===== src/rtl/can_bt_pkg.sv =====
`timescale 1ns/1ps
package can_bt_pkg;
  typedef enum logic [1:0] {
    SEG_SYNC = 2'd0,
    SEG_PROP = 2'd1,
    SEG_PH1  = 2'd2,
    SEG_PH2  = 2'd3
  } seg_e;
endpackage


===== src/rtl/can_bt_prescaler.sv =====
`timescale 1ns/1ps
module can_bt_prescaler #(
  parameter int BRP_W = 8
) (
  input  logic             clk_i,
  input  logic             rst_ni,
  input  logic [BRP_W-1:0] brp_i,
  output logic             tick_o
);
  logic [BRP_W-1:0] cnt_q;

  always_ff @(posedge clk_i or negedge rst_ni) begin
    if (!rst_ni)              cnt_q <= '0;
    else if (cnt_q >= brp_i)  cnt_q <= '0;
    else                      cnt_q <= cnt_q + BRP_W'(1);
  end

  assign tick_o = (cnt_q == brp_i);

  AST_CNT_RANGE: assert property (@(posedge clk_i) disable iff (!rst_ni)
    cnt_q <= brp_i);
  AST_TICK_SPACING: assert property (@(posedge clk_i) disable iff (!rst_ni)
    (tick_o && brp_i != '0) |=> !tick_o);
endmodule


===== src/rtl/can_bt_edge.sv =====
`timescale 1ns/1ps
module can_bt_edge (
  input  logic clk_i,
  input  logic rst_ni,
  input  logic rx_i,
  input  logic tick_i,
  output logic rx_o,
  output logic edge_o
);
  logic s1_q, s2_q, s3_q, pend_q, fall_now;

  always_ff @(posedge clk_i or negedge rst_ni) begin
    if (!rst_ni) begin
      s1_q <= 1'b1;
      s2_q <= 1'b1;
      s3_q <= 1'b1;
    end else begin
      s1_q <= rx_i;
      s2_q <= s1_q;
      s3_q <= s2_q;
    end
  end

  assign fall_now = s3_q & ~s2_q;

  // edge held until the quantum that contains it ends
  always_ff @(posedge clk_i or negedge rst_ni) begin
    if (!rst_ni)       pend_q <= 1'b0;
    else if (tick_i)   pend_q <= 1'b0;
    else if (fall_now) pend_q <= 1'b1;
  end

  assign rx_o   = s2_q;
  assign edge_o = pend_q | fall_now;

  AST_FALL_ONLY: assert property (@(posedge clk_i) disable iff (!rst_ni)
    $rose(pend_q) |-> !s3_q);
endmodule


===== src/rtl/can_bt_seq.sv =====
`timescale 1ns/1ps
module can_bt_seq
  import can_bt_pkg::*;
#(
  parameter int LEN_W = 3,
  parameter int SJW_W = 2
) (
  input  logic             clk_i,
  input  logic             rst_ni,
  input  logic             tick_i,
  input  logic             edge_i,
  input  logic             idle_i,
  input  logic             tx_i,
  input  logic             rx_i,
  input  logic [LEN_W-1:0] prop_i,
  input  logic [LEN_W-1:0] ph1_i,
  input  logic [LEN_W-1:0] ph2_i,
  input  logic [SJW_W-1:0] sjw_i,
  output logic [1:0]       seg_o,
  output logic             sample_o,
  output logic             tx_point_o,
  output logic             rx_bit_o
);
  localparam int CW = ((LEN_W > SJW_W) ? LEN_W : SJW_W) + 3;

  logic [CW-1:0] prop_len, ph1_len, ph2_len, sjw_len;
  logic [CW-1:0] cur_len, e_late, e_early;
  logic [CW-1:0] q_q, q_d, ext_q, ext_d, shr_q, shr_d;
  seg_e          seg_q, seg_d;
  logic          done_q, done_d, rx_bit_q;
  logic          sample_d, txp_d, adopt, hard, resync_ok;

  always_comb begin
    prop_len = CW'(prop_i) + CW'(1);
    ph1_len  = CW'(ph1_i) + CW'(1);
    ph2_len  = (ph2_i == '0) ? CW'(2) : CW'(ph2_i) + CW'(1);
    sjw_len  = CW'(sjw_i) + CW'(1);
  end

  assign hard      = tick_i & edge_i & idle_i;
  assign resync_ok = tick_i & edge_i & ~idle_i & tx_i & ~done_q;

  always_comb begin
    seg_d    = seg_q;
    q_d      = q_q;
    ext_d    = ext_q;
    shr_d    = shr_q;
    done_d   = done_q;
    sample_d = 1'b0;
    txp_d    = 1'b0;
    adopt    = 1'b0;
    cur_len  = CW'(1);
    e_late   = (seg_q == SEG_PH1) ? prop_len + q_q + CW'(1) : q_q + CW'(1);
    e_early  = ph2_len - q_q;
    if (tick_i) begin
      if (hard) begin
        seg_d  = SEG_PROP;
        q_d    = '0;
        ext_d  = '0;
        shr_d  = '0;
        done_d = 1'b1;
        txp_d  = 1'b1;
      end else begin
        if (resync_ok && (seg_q == SEG_PROP || seg_q == SEG_PH1)) begin
          ext_d  = (e_late > sjw_len) ? sjw_len : e_late;
          done_d = 1'b1;
        end else if (resync_ok && seg_q == SEG_PH2) begin
          done_d = 1'b1;
          if (e_early <= sjw_len) adopt = 1'b1;
          else                    shr_d = sjw_len;
        end
        if (adopt) begin
          // edge quantum becomes the sync of a new bit
          seg_d = SEG_PROP;
          q_d   = '0;
          ext_d = '0;
          shr_d = '0;
          txp_d = 1'b1;
        end else begin
          unique case (seg_q)
            SEG_SYNC: cur_len = CW'(1);
            SEG_PROP: cur_len = prop_len;
            SEG_PH1:  cur_len = ph1_len + ext_d;
            default:  cur_len = ph2_len - shr_d;
          endcase
          if (q_q + CW'(1) >= cur_len) begin
            q_d = '0;
            unique case (seg_q)
              SEG_SYNC: seg_d = SEG_PROP;
              SEG_PROP: seg_d = SEG_PH1;
              SEG_PH1: begin
                seg_d    = SEG_PH2;
                sample_d = 1'b1;
              end
              default: begin
                seg_d  = SEG_SYNC;
                ext_d  = '0;
                shr_d  = '0;
                done_d = 1'b0;
                txp_d  = 1'b1;
              end
            endcase
          end else begin
            q_d = q_q + CW'(1);
          end
        end
      end
    end
  end

  always_ff @(posedge clk_i or negedge rst_ni) begin
    if (!rst_ni) begin
      seg_q    <= SEG_SYNC;
      q_q      <= '0;
      ext_q    <= '0;
      shr_q    <= '0;
      done_q   <= 1'b0;
      rx_bit_q <= 1'b1;
    end else begin
      seg_q  <= seg_d;
      q_q    <= q_d;
      ext_q  <= ext_d;
      shr_q  <= shr_d;
      done_q <= done_d;
      if (sample_d) rx_bit_q <= rx_i;
    end
  end

  assign seg_o      = seg_q;
  assign sample_o   = sample_d;
  assign tx_point_o = txp_d;
  assign rx_bit_o   = rx_bit_q;

  AST_SAMPLE_IN_PH1: assert property (@(posedge clk_i) disable iff (!rst_ni)
    sample_o |-> seg_q == SEG_PH1);
  AST_TXP_ENTRY: assert property (@(posedge clk_i) disable iff (!rst_ni)
    tx_point_o |=> (seg_q == SEG_SYNC || seg_q == SEG_PROP));
  AST_STROBE_EXCL: assert property (@(posedge clk_i) disable iff (!rst_ni)
    $onehot0({sample_o, tx_point_o}));
  AST_EXT_LIMIT: assert property (@(posedge clk_i) disable iff (!rst_ni)
    ext_q <= sjw_len);
  AST_SHR_LIMIT: assert property (@(posedge clk_i) disable iff (!rst_ni)
    shr_q <= sjw_len);
  AST_NO_RESYNC_TX: assert property (@(posedge clk_i) disable iff (!rst_ni)
    (tick_i && !tx_i && !idle_i && (seg_q == SEG_PROP || seg_q == SEG_PH1))
    |=> ext_q == $past(ext_q));
  AST_ONE_RESYNC: assert property (@(posedge clk_i) disable iff (!rst_ni)
    (tick_i && done_q && !idle_i && seg_q != SEG_PH2)
    |=> ext_q == $past(ext_q));
endmodule


===== src/rtl/can_bit_timing.sv =====
`timescale 1ns/1ps
module can_bit_timing #(
  parameter int BRP_W = 8,
  parameter int LEN_W = 3,
  parameter int SJW_W = 2
) (
  input  logic             clk_i,
  input  logic             rst_ni,
  input  logic [BRP_W-1:0] brp_i,
  input  logic [LEN_W-1:0] prop_len_i,
  input  logic [LEN_W-1:0] ph1_len_i,
  input  logic [LEN_W-1:0] ph2_len_i,
  input  logic [SJW_W-1:0] sjw_i,
  input  logic             idle_i,
  input  logic             tx_i,
  input  logic             rx_i,
  output logic             tq_o,
  output logic [1:0]       seg_o,
  output logic             sample_o,
  output logic             tx_point_o,
  output logic             rx_bit_o
);
  logic tick_w, rx_sync_w, edge_w;

  can_bt_prescaler #(.BRP_W(BRP_W)) u_presc (
    .clk_i  (clk_i),
    .rst_ni (rst_ni),
    .brp_i  (brp_i),
    .tick_o (tick_w)
  );

  can_bt_edge u_edge (
    .clk_i  (clk_i),
    .rst_ni (rst_ni),
    .rx_i   (rx_i),
    .tick_i (tick_w),
    .rx_o   (rx_sync_w),
    .edge_o (edge_w)
  );

  can_bt_seq #(.LEN_W(LEN_W), .SJW_W(SJW_W)) u_seq (
    .clk_i      (clk_i),
    .rst_ni     (rst_ni),
    .tick_i     (tick_w),
    .edge_i     (edge_w),
    .idle_i     (idle_i),
    .tx_i       (tx_i),
    .rx_i       (rx_sync_w),
    .prop_i     (prop_len_i),
    .ph1_i      (ph1_len_i),
    .ph2_i      (ph2_len_i),
    .sjw_i      (sjw_i),
    .seg_o      (seg_o),
    .sample_o   (sample_o),
    .tx_point_o (tx_point_o),
    .rx_bit_o   (rx_bit_o)
  );

  assign tq_o = tick_w;

  AST_STROBE_ON_TICK: assert property (@(posedge clk_i) disable iff (!rst_ni)
    (sample_o || tx_point_o) |-> tq_o);
endmodule


===== config.mk =====
export PLATFORM = sky130hd
export DESIGN_NAME = can_bit_timing
export DESIGN_NICKNAME = d
export VERILOG_FILES = /design/src/rtl/can_bt_pkg.sv /design/src/rtl/can_bt_prescaler.sv /design/src/rtl/can_bt_edge.sv /design/src/rtl/can_bt_seq.sv /design/src/rtl/can_bit_timing.sv
export SDC_FILE = /design/constraint.sdc
export NUM_CORES = 1
export LEC_CHECK = 0
export BUFFER_PORTS_ARGS = -buffer_cell sky130_fd_sc_hd__buf_2
export CAP_MARGIN = 15
export CELL_PAD_IN_SITES_DETAIL_PLACEMENT = 1
export CELL_PAD_IN_SITES_GLOBAL_PLACEMENT = 2
export CORE_ASPECT_RATIO = 0.8
export CORE_MARGIN = 5
export CORE_UTILIZATION = 34
export CTS_CLUSTER_DIAMETER = 60
export CTS_CLUSTER_SIZE = 20
export DETAILED_ROUTE_END_ITERATION = 10
export PLACE_DENSITY = 0.77
export SYNTH_ARGS = -nofsm -noshare
export SYNTH_HDL_FRONTEND = slang
export SYNTH_SLANG_ARGS = --single-unit

===== constraint.sdc =====
create_clock -name clk_i -period 8.01 [get_ports clk_i]
set_clock_uncertainty 0.2 [all_clocks]
set_input_delay 1.602 -clock clk_i [delete_from_list [all_inputs] [get_ports clk_i]]
set_output_delay 1.602 -clock clk_i [all_outputs]
set_load 0.01 [all_outputs]

Yosys cells after proc, flatten, opt, wreduce, memory -nomap -nowiden
Index checks and enable logic that the tools add are counted.
W data, S select, Z words.

storage, ports and cells
  flip-flop bits (word level) = 34
  output and inout bits = 6
  input bits = 24
  word-level logic and storage cells = 103

operators by class
  eq/ne operators = 4
  muxes and demuxes = 54
  bitwise logic cells = 10
  order comparisons = 4
  reductions and logical operators = 9
  $add $sub $neg = 11

operators by type and width
  kind                   count
  $mux W6                25
  $mux W1                23
  $pmux W6 S3            1
  $add A3 B1 Y4 const B  3
  $add A6 B1 Y6 const B  2
  $add A6 B6 Y6          2
  $sub A6 B6 Y6          2
  $add A8 B1 Y8 const B  1
  $eq A8 B8 Y1           1
  $ge A8 B8 Y1           1
  $mux W8                1
  $and A1 B1 Y1          6
  $ge A6 B6 Y1           1
  $gt A6 B6 Y1           1
  $le A6 B6 Y1           1
  $mux W2                3
  $pmux W2 S3            1
  $eq A2 B2 Y1 const B   2
  $add A2 B1 Y3 const B  1
  $logic_not A3 Y1       1
  $not A1 Y1             3
  $reduce_bool A3 Y1     1
  $reduce_or A3 Y1       1
  $eq A2 B1 Y1 const B   1
  6 further kinds        7

Logic depth before layout (Yosys ltp)
  word-level depth = 22
  depth in mapped cells = 30
  mapped depth without buffers = 29

By module
From an unflattened synthesis, not the netlist that was laid out.

second synthesis, totals
  cells, all modules = 346
  area total of the unflattened synthesis = 3,123.0 um2

by module, submodules not included
  module            sequential area each (um2)  instances  cells each  area each (um2)
  can_bt_seq        551.8                       1          278         2,404.8
  can_bt_prescaler  200.2                       1          60          584.3
  can_bt_edge       103.8                       1          8           133.9

Worst setup path after synthesis
Ideal clock, no wire load.

  path type = in2out
  start = input port ph2_len_i[0]
  end = output port tx_point_o
  buffers on the path = 1
  setup slack = -0.358 ns
  stages = 29
  data required time = 6.208 ns
  arrival = 6.566 ns
  cells stage by stage = inv_1 ha_1 nand2b_1 nand2_1 ha_1 inv_1 fa_1 ha_1 nor2b_1 o21ai_0 a32oi_1 o31ai_1 buf_2 nor2_1 a21oi_1 ha_1 nor2b_1 o21a_1 o21ai_0 nand2b_1 mux2_2 a221oi_1 a41oi_1 ha_1 nand3_1 o21ai_1 a21o_1 o21ai_0 inv_1

on the way
  word-level cells in the longest chain between the ends = 19
  elaborated cells between the ends (all ways) = 25
  those cells by class = 3 x add/sub; 2 x order compare; 19 x mux; 1 x reduce/logical

RTL lines
  what                                                      line                  text
  start, declared                                           can_bit_timing.sv:12  input logic [LEN_W-1:0] ph2_len_i,
  $add A3 B1 Y4 / $logic_not A3 Y1 (equally long branches)  can_bt_seq.sv:36      ph2_len = (ph2_i == '0) ? CW'(2) : CW'(ph2_i) + CW'(1);
  $mux W6 *                                                 can_bt_seq.sv:36
  $sub A6 B6 Y6                                             can_bt_seq.sv:54      e_early = ph2_len - q_q;
  $le A6 B6 Y1                                              can_bt_seq.sv:69      if (e_early <= sjw_len) adopt = 1'b1;
  $mux W6                                                   can_bt_seq.sv:69
  $mux W6                                                   can_bt_seq.sv:67      end else if (resync_ok && seg_q == SEG_PH2) begin
  $mux W6                                                   can_bt_seq.sv:64      if (resync_ok && (seg_q == SEG_PROP || seg_q == SEG_PH1)) begin
  $mux W6                                                   can_bt_seq.sv:56      if (hard) begin
  [3 not listed]                                            -
  $mux W6                                                   can_bt_seq.sv:72      if (adopt) begin
  $mux W6                                                   can_bt_seq.sv:56
  $mux W6                                                   can_bt_seq.sv:55      if (tick_i) begin
  $ge A6 B6 Y1                                              can_bt_seq.sv:86      if (q_q + CW'(1) >= cur_len) begin
  $mux W1                                                   can_bt_seq.sv:86
  $mux W1 *                                                 can_bt_seq.sv:72
  $mux W1 *                                                 can_bt_seq.sv:56
  $mux W1 *                                                 can_bt_seq.sv:55
  end, declared                                             can_bit_timing.sv:20  output logic tx_point_o,

Mark *: on every way between the ends. The rest lies on a longest branch, timed or not. The select of a mux whose other input is x is not followed.

Worst setup path in the final report
  start = input port ph2_len_i[1]
  end = output port tx_point_o

The elaborated chain is that of the path after synthesis.

==> results.ini <==
[status]
status = finished, violations left
violations = setup timing

[synth]
synthDistinctLibCells = 50
syn-num-nets = 427
synth-seq-area-share_pct = 27.4
synth_area_sq_um = 3120
netlist.area_leader.share_pct = 24.1
syn-instance-count = 350
ys_warn_count = 0
ys_seq_elements = 34
synth.area.top_cells = dfrtp_1 (24%), ha_1 (20%), o21ai_0 (4.3%), inv_1 (4.1%), xor2_1 (3.7%)
yosysTopAreaCell = dfrtp_1
syn_avg_cell_area_sq_um = 8.91
synth_top_flop_cell = dfrtp_1
async_flop_share_pct = 100
synth-edff-count = 0

[die]
die_area_sq_um = 11200
die_h_microns = 95.7
io_pins = 30
chipWidth_microns = 117
design.core.area_sq_um = 9000
start_util_pct = 34.6
num_rows = 31

[critical_path]
cp_slowest_cell = fa_2
timing.rr.start = u_seq.q_q[0]
cp.required_ps = 6210
criticalPathCategory = in2out
crit_arrival_ps = 6720
crit_path_start = ph2_len_i[1]
cp-start-kind = input port
regToRegEndpoint = u_seq.ext_q[1]
crit_family = compound AO/OA/AOI/OAI gates
r2r_cells = 45
max_stage_delay_ps = 590
cp_num_cells = 31
worstSetupEndpointType = output port
path_buf_inv = 7
worstPathMaxFanout = 4
r2r_slack_ps = 520
cpMostUsedCell = ha_4

[cells_and_area]
drive_gt1_share_pct = 38.0
layout.cells.non_filler = 570
num-fill-cells = 1044
final_nets = 531
antenna_cells = 0
fin_area_sq_um = 4480
area_growth_pct = 43.8

[routing]
route.detailed.drc = 0
drtIter0Drc = 137
postRouteAntennaNets = 0
routed_wl_mm = 10.3
dr.pass1.iters = 4
detail_route.wl_per_cell_microns = 18.0
avgViaCountPerCell = 5.21
vias = 2967

[timing]
fmax_mhz = 117
finalSetupViolations = 3
rsz0062_at_grt = true
period_share_pct = 106
slew_violations = 0
worst_slack_ps = -513
hold_viol = 0
max_slew_margin_pct = 46.2
fin_crit_ps = 8520
worst_pin_slew_ps = 807

[clock_tree]
cts_tree = yes
clkLatencyLatePin_ps = 280
cts.root.buffer_cell = clkbuf_16
path_clk_slew_ps = 60
cts_sinks = 34
cts_buffer_depth = 2
cts_hold_buf = 0
htree_num_levels = 2
numCtsBuffers = 5

[grt]
grt_max_degree = 35
grt_pass1_vias = 3096
track_usage_pct = 18.9
grt_pass1_wl_mm = 16.4
grt_remaining_overflow = 0
antenna_found_initial = 0

[run]
cap_violations = 0

[placed_design]
globalplace.congestion = 0.790
post-dp-hpwl_mm = 7.68
place_area_sq_um = 3780
numPortBuffers = 29
dp_slack_ps = -807
dp.cells = 530

[worst_hold_path]
holdPathStages = 0
min_from = u_edge.s1_q
hp-class = reg2reg
min_to = u_edge.rx_o

[power_and_ir_drop]
vdd_ir_drop_max_mv = 0.118
power_density_nw_per_um2 = 268
power.leakage_nw = 2.24

## flip-flops by register name, indices dropped and copies added, names as in the netlist
| signal | count |
|---|---|
| u_edge.s3_q | 1 |
| u_seq.shr_q | 6 |
| u_seq.rx_bit_o | 1 |
| u_edge.rx_o | 1 |
| u_seq.ext_q | 6 |
| u_seq.done_q | 1 |
| u_seq.seg_o | 2 |
| u_edge.s1_q | 1 |
| u_seq.q_q | 6 |
| u_edge.pend_q | 1 |
| u_presc.cnt_q | 8 |
## layer usage
| layer | part of all wire, % | vias up | GRT usage (%) |
|---|---|---|---|
| li1 | - | 1443 | - |
| met1 | 50 | 1482 | 27.4 |
| met2 | 47 | 38 | 30.9 |
| met3 | 2.7 | 4 | 2.47 |
| met4 | 0.23 | 0 | 2.01 |
| met5 | 0 | - | 0 |
## cell type report
type	count	area, sq um	share of cell area (%)
timing repair buffer	105	771	17.2
multi-input combinational	273	2410	53.7
sequential	34	856	19.1
clock inverter	3	45.0	1.00
inverter	35	136	3.04
tap	115	144	3.21
clock buffer	5	125	2.79
## worst max-delay path by stage
stage | slack [ps] | to
6_report | -510 | tx_point_o
5_1_grt | -770 | tx_point_o
4_1_cts | -430 | tx_point_o
3_5_place_dp | -810 | tx_point_o
3_3_place_gp | -730 | tx_point_o
2_1_floorplan | 8 | tx_point_o
## through the flow
step	hold slack (ps)	setup TNS, ps	total power, W	utilization [%]
after floorplan	145	0	0.000610	-
after global placement	146	-1420	0.000817	42.1
after CTS	156	-1190	0.00114	47.1
after detailed placement	147	-1570	0.000840	42.1
after global routing	157	-2260	0.00129	49.8
final	155	-1460	0.00120	49.8
## logic make-up after synthesis
kind of cell             count (synthesis)  share of synthesized area, %
AO/OA/AOI/OAI                           85                          17.3
XOR/XNOR                                22                          6.18
adder cells (fa/ha/maj)                 53                          22.2
buffers and inverters                   43                          5.38
flip-flops                              34                          27.4
multiplexers                             9                          3.25
AND/OR/NAND/NOR                        104                          18.2
## synthesized netlist by cell type (all sizes together), types with 3 or more instances
master	number
and3	9
nand2b	6
xnor2	9
nand3	15
o31ai	4
clkbuf	3
a21oi	15
nor2b	10
fa	4
ha	49
buf	5
a221o	5
a21o	14
nor4	4
o21ai	30
nand2	24
inv	34
a31oi	5
a2111oi	3
dfstp	4
mux2	3
and2	5
mux2i	6
nor2	19
xor2	13
dfrtp	30
## report_power, final
group	internal (W)	total (W)	switching, W
registers	0.000206	0.000251	0.0000448
clock network	0.000147	0.000225	0.0000786
logic	0.000368	0.000725	0.000358
## worst reg2reg max path, delay by kind of cell (launching register included)
family                   cells  cell delay, ps
multiplexers                 1             180
adder cells (fa/ha/maj)      6            1710
AO/OA/AOI/OAI               13            1850
flip-flops                   1             500
AND/OR/NAND/NOR              3             400
XOR/XNOR                     1             150
buffers and inverters       21            2450
## cells in the final DEF, fill, tap and decap left out, drive strengths merged, types with 13 or more instances in the layout
cell / synthesis / final
buf: 5 / 105
ha: 49 / 49
inv: 34 / 34
dfrtp: 30 / 30
o21ai: 30 / 30
nand2: 24 / 24
nor2: 19 / 19
nand3: 15 / 15
a21oi: 15 / 15
a21o: 14 / 14
xor2: 13 / 13
## what timing repair did
action	4_1_cts	5_1_grt
resized for setup	30	30
endpoints found under the setup margin	2	3
pin swaps	26	27
setup buffers	21	11
Note: power is estimated with default switching activity, not from simulation.
